--- config.mk ---
export PLATFORM = sky130hd
export DESIGN_NAME = rtc_cal_divider
export DESIGN_NICKNAME = d
export VERILOG_FILES = /design/src/rtl/rtc_cal_pkg.sv /design/src/rtl/rtc_cal_prescale.sv /design/src/rtl/rtc_cal_secstage.sv /design/src/rtl/rtc_cal_sched.sv /design/src/rtl/rtc_cal_divider.sv
export SDC_FILE = /design/constraint.sdc
export NUM_CORES = 1
export LEC_CHECK = 0
export ABC_CLOCK_PERIOD_IN_PS = 7700
export CORE_MARGIN = 2
export CORE_UTILIZATION = 40
export CTS_BUF_LIST = sky130_fd_sc_hd__clkbuf_8
export CTS_CLUSTER_DIAMETER = 100
export CTS_CLUSTER_SIZE = 30
export DETAILED_ROUTE_END_ITERATION = 8
export PLACE_DENSITY = 0.69
export SLEW_MARGIN = 30
export SYNTH_ARGS = -nofsm -noshare
export SYNTH_HDL_FRONTEND = slang
export SYNTH_SLANG_ARGS = --single-unit
--- constraint.sdc ---
create_clock -name clk_i -period 7.7 [get_ports clk_i]
set_clock_uncertainty 0.05 [all_clocks]
set_input_delay 1.54 -clock clk_i [delete_from_list [all_inputs] [get_ports clk_i]]
set_output_delay 1.54 -clock clk_i [all_outputs]
set_load 0.005 [all_outputs]
--- src/rtl/rtc_cal_pkg.sv ---
package rtc_cal_pkg;
  // Kind of alteration applied to the current second.
  typedef enum logic [1:0] {
    ADJ_NONE     = 2'd0,
    ADJ_SHORTEN  = 2'd1,
    ADJ_LENGTHEN = 2'd2
  } adj_e;
endpackage

--- src/rtl/rtc_cal_prescale.sv ---
// Divide-by-PRE_DIV stage; one period may be stretched to 1.5x.
module rtc_cal_prescale #(
  parameter int PRE_DIV = 256
) (
  input  logic clk_i,
  input  logic rst_i,
  input  logic osc_en_i,
  input  logic stretch_i,
  output logic pulse_o
);
  localparam int LONG_DIV = PRE_DIV + PRE_DIV / 2;
  localparam int CNT_W    = $clog2(LONG_DIV);
  localparam logic [CNT_W-1:0] TERM_NORM = CNT_W'(PRE_DIV - 1);
  localparam logic [CNT_W-1:0] TERM_LONG = CNT_W'(LONG_DIV - 1);

  logic [CNT_W-1:0] cnt_q;
  logic [CNT_W-1:0] term;

  assign term    = stretch_i ? TERM_LONG : TERM_NORM;
  assign pulse_o = osc_en_i && (cnt_q == term);

  always_ff @(posedge clk_i) begin
    if (rst_i) begin
      cnt_q <= '0;
    end else if (osc_en_i) begin
      if (pulse_o) cnt_q <= '0;
      else         cnt_q <= cnt_q + 1'b1;
    end
  end
endmodule

--- src/rtl/rtc_cal_secstage.sv ---
// Counts prescale pulses to one second; a split pulse counts twice.
module rtc_cal_secstage #(
  parameter int PRE_PER_SEC = 128
) (
  input  logic clk_i,
  input  logic rst_i,
  input  logic pulse_i,
  input  logic split_i,
  output logic sec_done_o,
  output logic first_o
);
  localparam int CNT_W = $clog2(PRE_PER_SEC + 1);

  logic [CNT_W-1:0] cnt_q;
  logic [CNT_W:0]   nxt;

  assign nxt        = {1'b0, cnt_q} + (CNT_W+1)'(split_i ? 2 : 1);
  assign sec_done_o = pulse_i && (nxt >= (CNT_W+1)'(PRE_PER_SEC));
  assign first_o    = (cnt_q == '0);

  always_ff @(posedge clk_i) begin
    if (rst_i) begin
      cnt_q <= '0;
    end else if (pulse_i) begin
      if (sec_done_o) cnt_q <= '0;
      else            cnt_q <= nxt[CNT_W-1:0];
    end
  end
endmodule

--- src/rtl/rtc_cal_sched.sv ---
// Second/minute position in the correction cycle and the trim latch.
module rtc_cal_sched
  import rtc_cal_pkg::*;
#(
  parameter int SEC_PER_MIN = 60,
  parameter int CYCLE_MIN   = 64,
  parameter int ELIG_MIN    = 62,
  parameter int CAL_W       = 5,
  parameter int MIN_W       = $clog2(CYCLE_MIN)
) (
  input  logic             clk_i,
  input  logic             rst_i,
  input  logic             sec_done_i,
  input  logic [CAL_W-1:0] cal_mag_i,
  input  logic             cal_pos_i,
  output adj_e             adj_o,
  output logic [MIN_W-1:0] minute_o,
  output logic [CAL_W-1:0] mag_o
);
  localparam int SEC_W = (SEC_PER_MIN > 1) ? $clog2(SEC_PER_MIN) : 1;
  localparam int CMP_W = ((MIN_W > CAL_W) ? MIN_W : CAL_W + 1) + 1;

  logic [SEC_W-1:0] sec_q;
  logic [MIN_W-1:0] min_q;
  logic [CAL_W-1:0] mag_q;
  logic             pos_q;
  logic             last_sec, last_min, eligible;

  assign last_sec = (sec_q == SEC_W'(SEC_PER_MIN - 1));
  assign last_min = (min_q == MIN_W'(CYCLE_MIN - 1));
  assign eligible = (sec_q == '0)
                 && (CMP_W'(min_q) < CMP_W'({mag_q, 1'b0}))
                 && (CMP_W'(min_q) < CMP_W'(ELIG_MIN));

  always_comb begin
    if (!eligible)  adj_o = ADJ_NONE;
    else if (pos_q) adj_o = ADJ_SHORTEN;
    else            adj_o = ADJ_LENGTHEN;
  end

  always_ff @(posedge clk_i) begin
    if (rst_i) begin
      sec_q <= '0;
      min_q <= '0;
      mag_q <= cal_mag_i;
      pos_q <= cal_pos_i;
    end else if (sec_done_i) begin
      if (last_sec) begin
        sec_q <= '0;
        if (last_min) begin
          min_q <= '0;
          mag_q <= cal_mag_i;
          pos_q <= cal_pos_i;
        end else begin
          min_q <= min_q + 1'b1;
        end
      end else begin
        sec_q <= sec_q + 1'b1;
      end
    end
  end

  assign minute_o = min_q;
  assign mag_o    = mag_q;
endmodule

--- src/rtl/rtc_cal_divider.sv ---
module rtc_cal_divider
  import rtc_cal_pkg::*;
#(
  parameter int PRE_DIV     = 256,
  parameter int PRE_PER_SEC = 128,
  parameter int SEC_PER_MIN = 60,
  parameter int CYCLE_MIN   = 64,
  parameter int ELIG_MIN    = 62,
  parameter int CAL_W       = 5,
  parameter int MIN_W       = $clog2(CYCLE_MIN)
) (
  input  logic             clk_i,
  input  logic             rst_i,
  input  logic             osc_en_i,
  input  logic [CAL_W-1:0] cal_mag_i,
  input  logic             cal_pos_i,
  output logic             tick_o,
  output logic [MIN_W-1:0] minute_o
);
  logic             pre_pulse, sec_done, sec_first;
  logic             stretch, split;
  adj_e             adj;
  logic [CAL_W-1:0] mag_q;
  logic             tick_q;

  // Alterations act only on the first prescale period of the second.
  assign stretch = (adj == ADJ_LENGTHEN) && sec_first;
  assign split   = (adj == ADJ_SHORTEN)  && sec_first;

  rtc_cal_prescale #(.PRE_DIV(PRE_DIV)) u_pre (
    .clk_i     (clk_i),
    .rst_i     (rst_i),
    .osc_en_i  (osc_en_i),
    .stretch_i (stretch),
    .pulse_o   (pre_pulse)
  );

  rtc_cal_secstage #(.PRE_PER_SEC(PRE_PER_SEC)) u_sec (
    .clk_i      (clk_i),
    .rst_i      (rst_i),
    .pulse_i    (pre_pulse),
    .split_i    (split),
    .sec_done_o (sec_done),
    .first_o    (sec_first)
  );

  rtc_cal_sched #(
    .SEC_PER_MIN (SEC_PER_MIN),
    .CYCLE_MIN   (CYCLE_MIN),
    .ELIG_MIN    (ELIG_MIN),
    .CAL_W       (CAL_W),
    .MIN_W       (MIN_W)
  ) u_sched (
    .clk_i      (clk_i),
    .rst_i      (rst_i),
    .sec_done_i (sec_done),
    .cal_mag_i  (cal_mag_i),
    .cal_pos_i  (cal_pos_i),
    .adj_o      (adj),
    .minute_o   (minute_o),
    .mag_o      (mag_q)
  );

  always_ff @(posedge clk_i) begin
    if (rst_i) tick_q <= 1'b0;
    else       tick_q <= sec_done;
  end

  assign tick_o = tick_q;
endmodule

# Word-level counts from Yosys, hierarchy flattened
# Cells that the tools add are included.
# totals
register_bits,36
latchBits,0
ramBits,0
romBits,0
input_bits,9
output_inout_bits,7
elab_cells,48
mem_count,0
# classes
addsub,4
n_mul,0
n_div,0
magnitude_cmp,3
n_eq_ne,5
n_shift,0
n_mux,16
bitwise_logic,0
reduce_logical,13
# op_table
op,count
$mux 5,4
$mux 9,2
$add 6x1->6 const B,2
$eq 6x6->1 const B,2
$mux 6,2
$add 8x9->9,1
$add 9x1->9 const B,1
$eq 9x9->1,1
$ge 9x8->1 const B,1
$logic_not 8->1,1
$mux 8,1
$logic_and 1x1->1,6
$logic_not 6->1,1
$lt 6x6->1,1
$lt 6x6->1 const B,1
$mux 2,3
$reduce_bool 2->1,3
$mux 1,4
$reduce_and 3->1,1
$eq 2x1->1 const B,1
$eq 2x2->1 const B,1
$reduce_and 2->1,1

# Depth between registers and ports, before layout
# depth
depth_word,12
mapped_depth,16

# Modules after synthesis
# A second synthesis with hierarchy kept.
# hier_totals
cells_unflattened,207
area_unflattened_um2,1924.3
# by_module_without_submodules
module,instances,cells_each,area_each_um2
rtc_cal_sched,1,96,947.2
rtc_cal_secstage,1,54,467.9
rtc_cal_prescale,1,53,465.4
rtc_cal_divider,1,4,43.8

# Worst setup path after synthesis
# Ideal clock, no wire load.
# synth_path
kind,input to register
startpoint,input port osc_en_i
endpoint,"register u_sched.mag_q[0], in the netlist u_sched.mag_o[0], enable pin"
t_arrival_ns,3.096
required_time_ns,7.270
path_slack_ns,4.174
cell_stages,7
path_buffers,2
cell_sequence,and4_4 -> nand4_4 -> nor3b_2 -> mux2i_4 -> buf_6 -> buf_6 -> o31ai_1
# synth_between
elab_chain_len,4
# synth_rtl
element,line,rtl
start: declaration,rtc_cal_divider.sv:14,"input logic osc_en_i,"
$logic_and 1x1->1,rtc_cal_prescale.sv:20,assign pulse_o = osc_en_i && (cnt_q == term);
$logic_and 1x1->1,rtc_cal_secstage.sv:18,assign sec_done_o = pulse_i && (nxt >= (CNT_W+1)'(PRE_PER_SEC));
$reduce_bool 2->1 (no source line),-,
$reduce_and 3->1 (no source line),-,
end signal: assignment,rtc_cal_sched.sv:45,mag_q <= cal_mag_i;
end signal: assignment,rtc_cal_sched.sv:52,mag_q <= cal_mag_i;
end: declaration,rtc_cal_sched.sv:25,logic [CAL_W-1:0] mag_q;
# Every way passes these cells.
# A chain may end at the register's enable or synchronous reset.

# Worst setup path in the final report
# layout_path
startpoint,input port osc_en_i
endpoint,"register u_sched.mag_q[1], in the netlist u_sched.mag_o[1], enable pin"
# The elaborated chain is that of the path after synthesis.

==> metrics.md <==
| Metric | Value |
|---|---|
| Status | completed |
| Crit path kind | in2reg |
| Starting Density | 42.4% |
| Final period util | 51.5% |
| DP Worst Slack | 3.43 ns |
| Met1 Resource Use GR | 20.4% |
| Type of origin of the critical path | input port |
| Total track usage | 15.2% |
| Worst hold slack | 0.463 ns |
| Slew Limit Fails | 0 |
| Seq/Total Area, Yosys | 41.5% |
| Dpl hpwl | 2480 microns |
| Cell Area, Placed | 0.00205 sq mm |
| Synth Flop Type | dfxtp_1 |
| Finished Cell Area | 0.00215 sq mm |
| Cell Chain, Critical Path | clkdlybuf4s50_1 -> and4_4 -> nand4_4 -> nor3b_4 -> mux2i_4 -> o31ai_1 |
| # Post-CTS Setup Buffers | 0 |
| Detail Route Antenna Nets | 0 |
| Clk_lat worst skew | 0.29 ns |
| LEAKAGE | 0.769 nW |
| GRT met2 Usage | 22.7% |
| Number of synthesized flops with an enable pin | 6 |
| Antenna violations before repair | 0 |
| CTS tree | done |
| Die height | 72.6 microns |
| Post-synthesis cell count | 204 |
| Port Buf Inserts | 15 |
| Post-layout min period | 3.96 ns |
| GR Overflow Total | 0 |
| Final Hold Violating Endpoints | 0 |
| Rel. slew slack | 43.1% |
| Std cell rows | 24 |
| WP data required | 7.57 ns |
| Critical Path AT | 3.83 ns |
| P&R area growth vs syn | 14.4% |
| Avg Inst Size Synth | 9.23 sq um |
| Largest net degree at the start of global routing | 29 |
| Async S/R FF share, synth | 0% |
| Layout cells sized above 1 | 7.76% |
| Root Driver | clkbuf_8 |
| Final Non-Filler Cells | 271 |
| Post-CTS sizing | 0 |
| Overall via count from detail_route | 1493 |
| Worst Tran Pin Value | 0.846 ns |
| Number of diodes | 0 |
| Synth Net Count | 223 |
| Hold Crit Class | reg2reg |
| CTS buffer count | 5 |
| Floorplan core area | 0.00444 sq mm |
| Dpl cells | 263 |
| Hold bufs inserted after CTS | 0 |
| Setup TNS | 0 ns |
| Final nets | 237 |
| CP max-delay cell | o31ai_1 |
| Drt drc | 0 |
| M3 GR Usage | 4.42% |
| Power Density | 173 mW/mm^2 |
| CP Buf/Inv Count | 1 |
| Die width | 72.6 microns |
| Worst Path Max Fanout | 28 |
| Yosys reg bits | 36 |
| Most Crowded Layer GR | met2 |
| Maximum clock insertion buffer count | 2 |
| Fmax | 252 MHz |
| Largest stage delay, worst path | 0.75 ns |
| H-Tree Depth | 2 |
| Yosys warning count | 0 |
| Routed wire length | 3570 microns |
| Post-route setup slack | 3.74 ns |
| DR iter-0 viols | 55 |
| Unrepaired setup endpoints after global routing | no |
| CP top delay family | compound AO/OA/AOI/OAI gates |
| Global-route wire length before repair | 6330 microns |
| Synthesized area | 0.00188 sq mm |
| Peak supply drop | 0.138 mV |
| Number of vias per cell | 5.51 |
| CTS clock-pin slew for the worst setup and hold paths | 0.08 ns |
| Final setup violating endpoints | 0 |
| GP Congestion | 0.790 |
| Distinct cell type count after synthesis | 39 |
| Worst setup EP type | flip-flop |
| Max cap viols | 0 |
| Routed wire per std cell | 13.2 microns |
| DRT Pass-1 Iters | 4 |
| Die area | 0.00527 sq mm |
| CTS sink cnt | 36 |
| Vias in the first global route | 1387 |
| I/O Pins | 16 |
## Yosys cell counts, types with 7 or more instances
cell	instances	share of area (%)
or4_1	7	2.8
nand4_1	11	3.7
o21ai_0	9	2.4
dfxtp_1	30	32
inv_1	10	2.0
ha_1	10	6.6
nor2_1	10	2.0
a21oi_1	18	4.8
xor2_1	9	4.2
nand3_1	11	2.9
nand2_1	15	3.0
## worst register-to-register path, stage by stage, from the launching register on
cell	delay, ns
dfxtp_1	0.42
ha_1	0.28
a211oi_1	0.24
nand4_1	0.15
a21oi_2	0.15
nand3_1	0.12
inv_1	0.07
ha_1	0.24
a21oi_1	0.19
nor3b_1	0.09
mux2_2	0.36
nand2_1	0.23
o31ai_1	0.79
## sequential cells by signal, summed over array words and instances, names as in the netlist
register          flops
u_sched.sec_q         6
u_pre.cnt_q           9
u_sched.minute_o      6
tick_o                1
u_sec.cnt_q           8
u_sched.mag_o         5
u_sched.pos_q         1
## kinds of logic after synthesis
family | after synthesis | synth area share (%)
fa+ha+maj | 10 | 6.64
compound gates | 36 | 10.5
simple gates | 88 | 28.4
xor+xnor | 13 | 6.05
buf+inv | 18 | 4.52
mux | 3 | 2.39
flops | 36 | 41.5
## cell type report
class / instances / area, sq um
fillers: 412 / 2290
multi-input cells: 150 / 1020
flip-flops and latches: 36 / 781
repair buffers: 15 / 145
clock buffers: 5 / 68.8
well taps: 52 / 65.1
clock inverters: 3 / 38.8
inverters: 10 / 37.5
## power by group
part | internal [W] | total [W] | leakage (nW) | switching [W]
clock network | 0.0000947 | 0.000162 | 0.0593 | 0.0000669
registers | 0.000195 | 0.000197 | 0.301 | 0.00000192
logic | 0.00000734 | 0.0000153 | 0.409 | 0.00000797
total | 0.000297 | 0.000374 | 0.769 | 0.0000768
## metal layers
metal	share of wire, %	vias to the layer above
met3	3.6	6
li1	-	770
met4	2.3	0
met5	0	-
met2	44	30
met1	50	687
## worst paths after layout
| kind | slack [ns] | end | start | depth (start not counted) |
|---|---|---|---|---|
| max | 3.74 | u_sched.mag_o[1] | osc_en_i | 6 |
| min | 0.46 | u_sec.cnt_q[6] | u_sec.cnt_q[6] | 2 |
| max reg2reg | 3.96 | u_sched.mag_o[1] | u_sched.minute_o[5] | 12 |
| min reg2reg | 0.46 | u_sec.cnt_q[6] | u_sec.cnt_q[6] | 2 |
## stage by stage
stage	total power [W]	utilization (%)
after floorplan	0.000210	-
after global placement	0.000216	46.1
after detailed placement	0.000217	46.1
after CTS	0.000376	48.6
after global routing	0.000387	48.5
final	0.000374	48.5
## cell usage in the layout, fill, tap and decap left out, drive strengths merged, types with 2 or more instances in the layout
| cell | count |
|---|---|
| a211oi | 2 |
| a21oi | 19 |
| and2 | 4 |
| and3 | 3 |
| clkbuf | 5 |
| clkdlybuf4s50 | 14 |
| dfxtp | 30 |
| edfxtp | 6 |
| ha | 10 |
| inv | 11 |
| mux2 | 2 |
| nand2 | 15 |
| nand2b | 2 |
| nand3 | 11 |
| nand3b | 4 |
| nand4 | 12 |
| nor2 | 10 |
| nor2b | 3 |
| nor3 | 6 |
| nor3b | 3 |
| nor4 | 2 |
| o21ai | 11 |
| o31ai | 3 |
| or3 | 2 |
| or4 | 7 |
| xnor2 | 4 |
| xor2 | 9 |
Power figures use the tool's default switching activity.
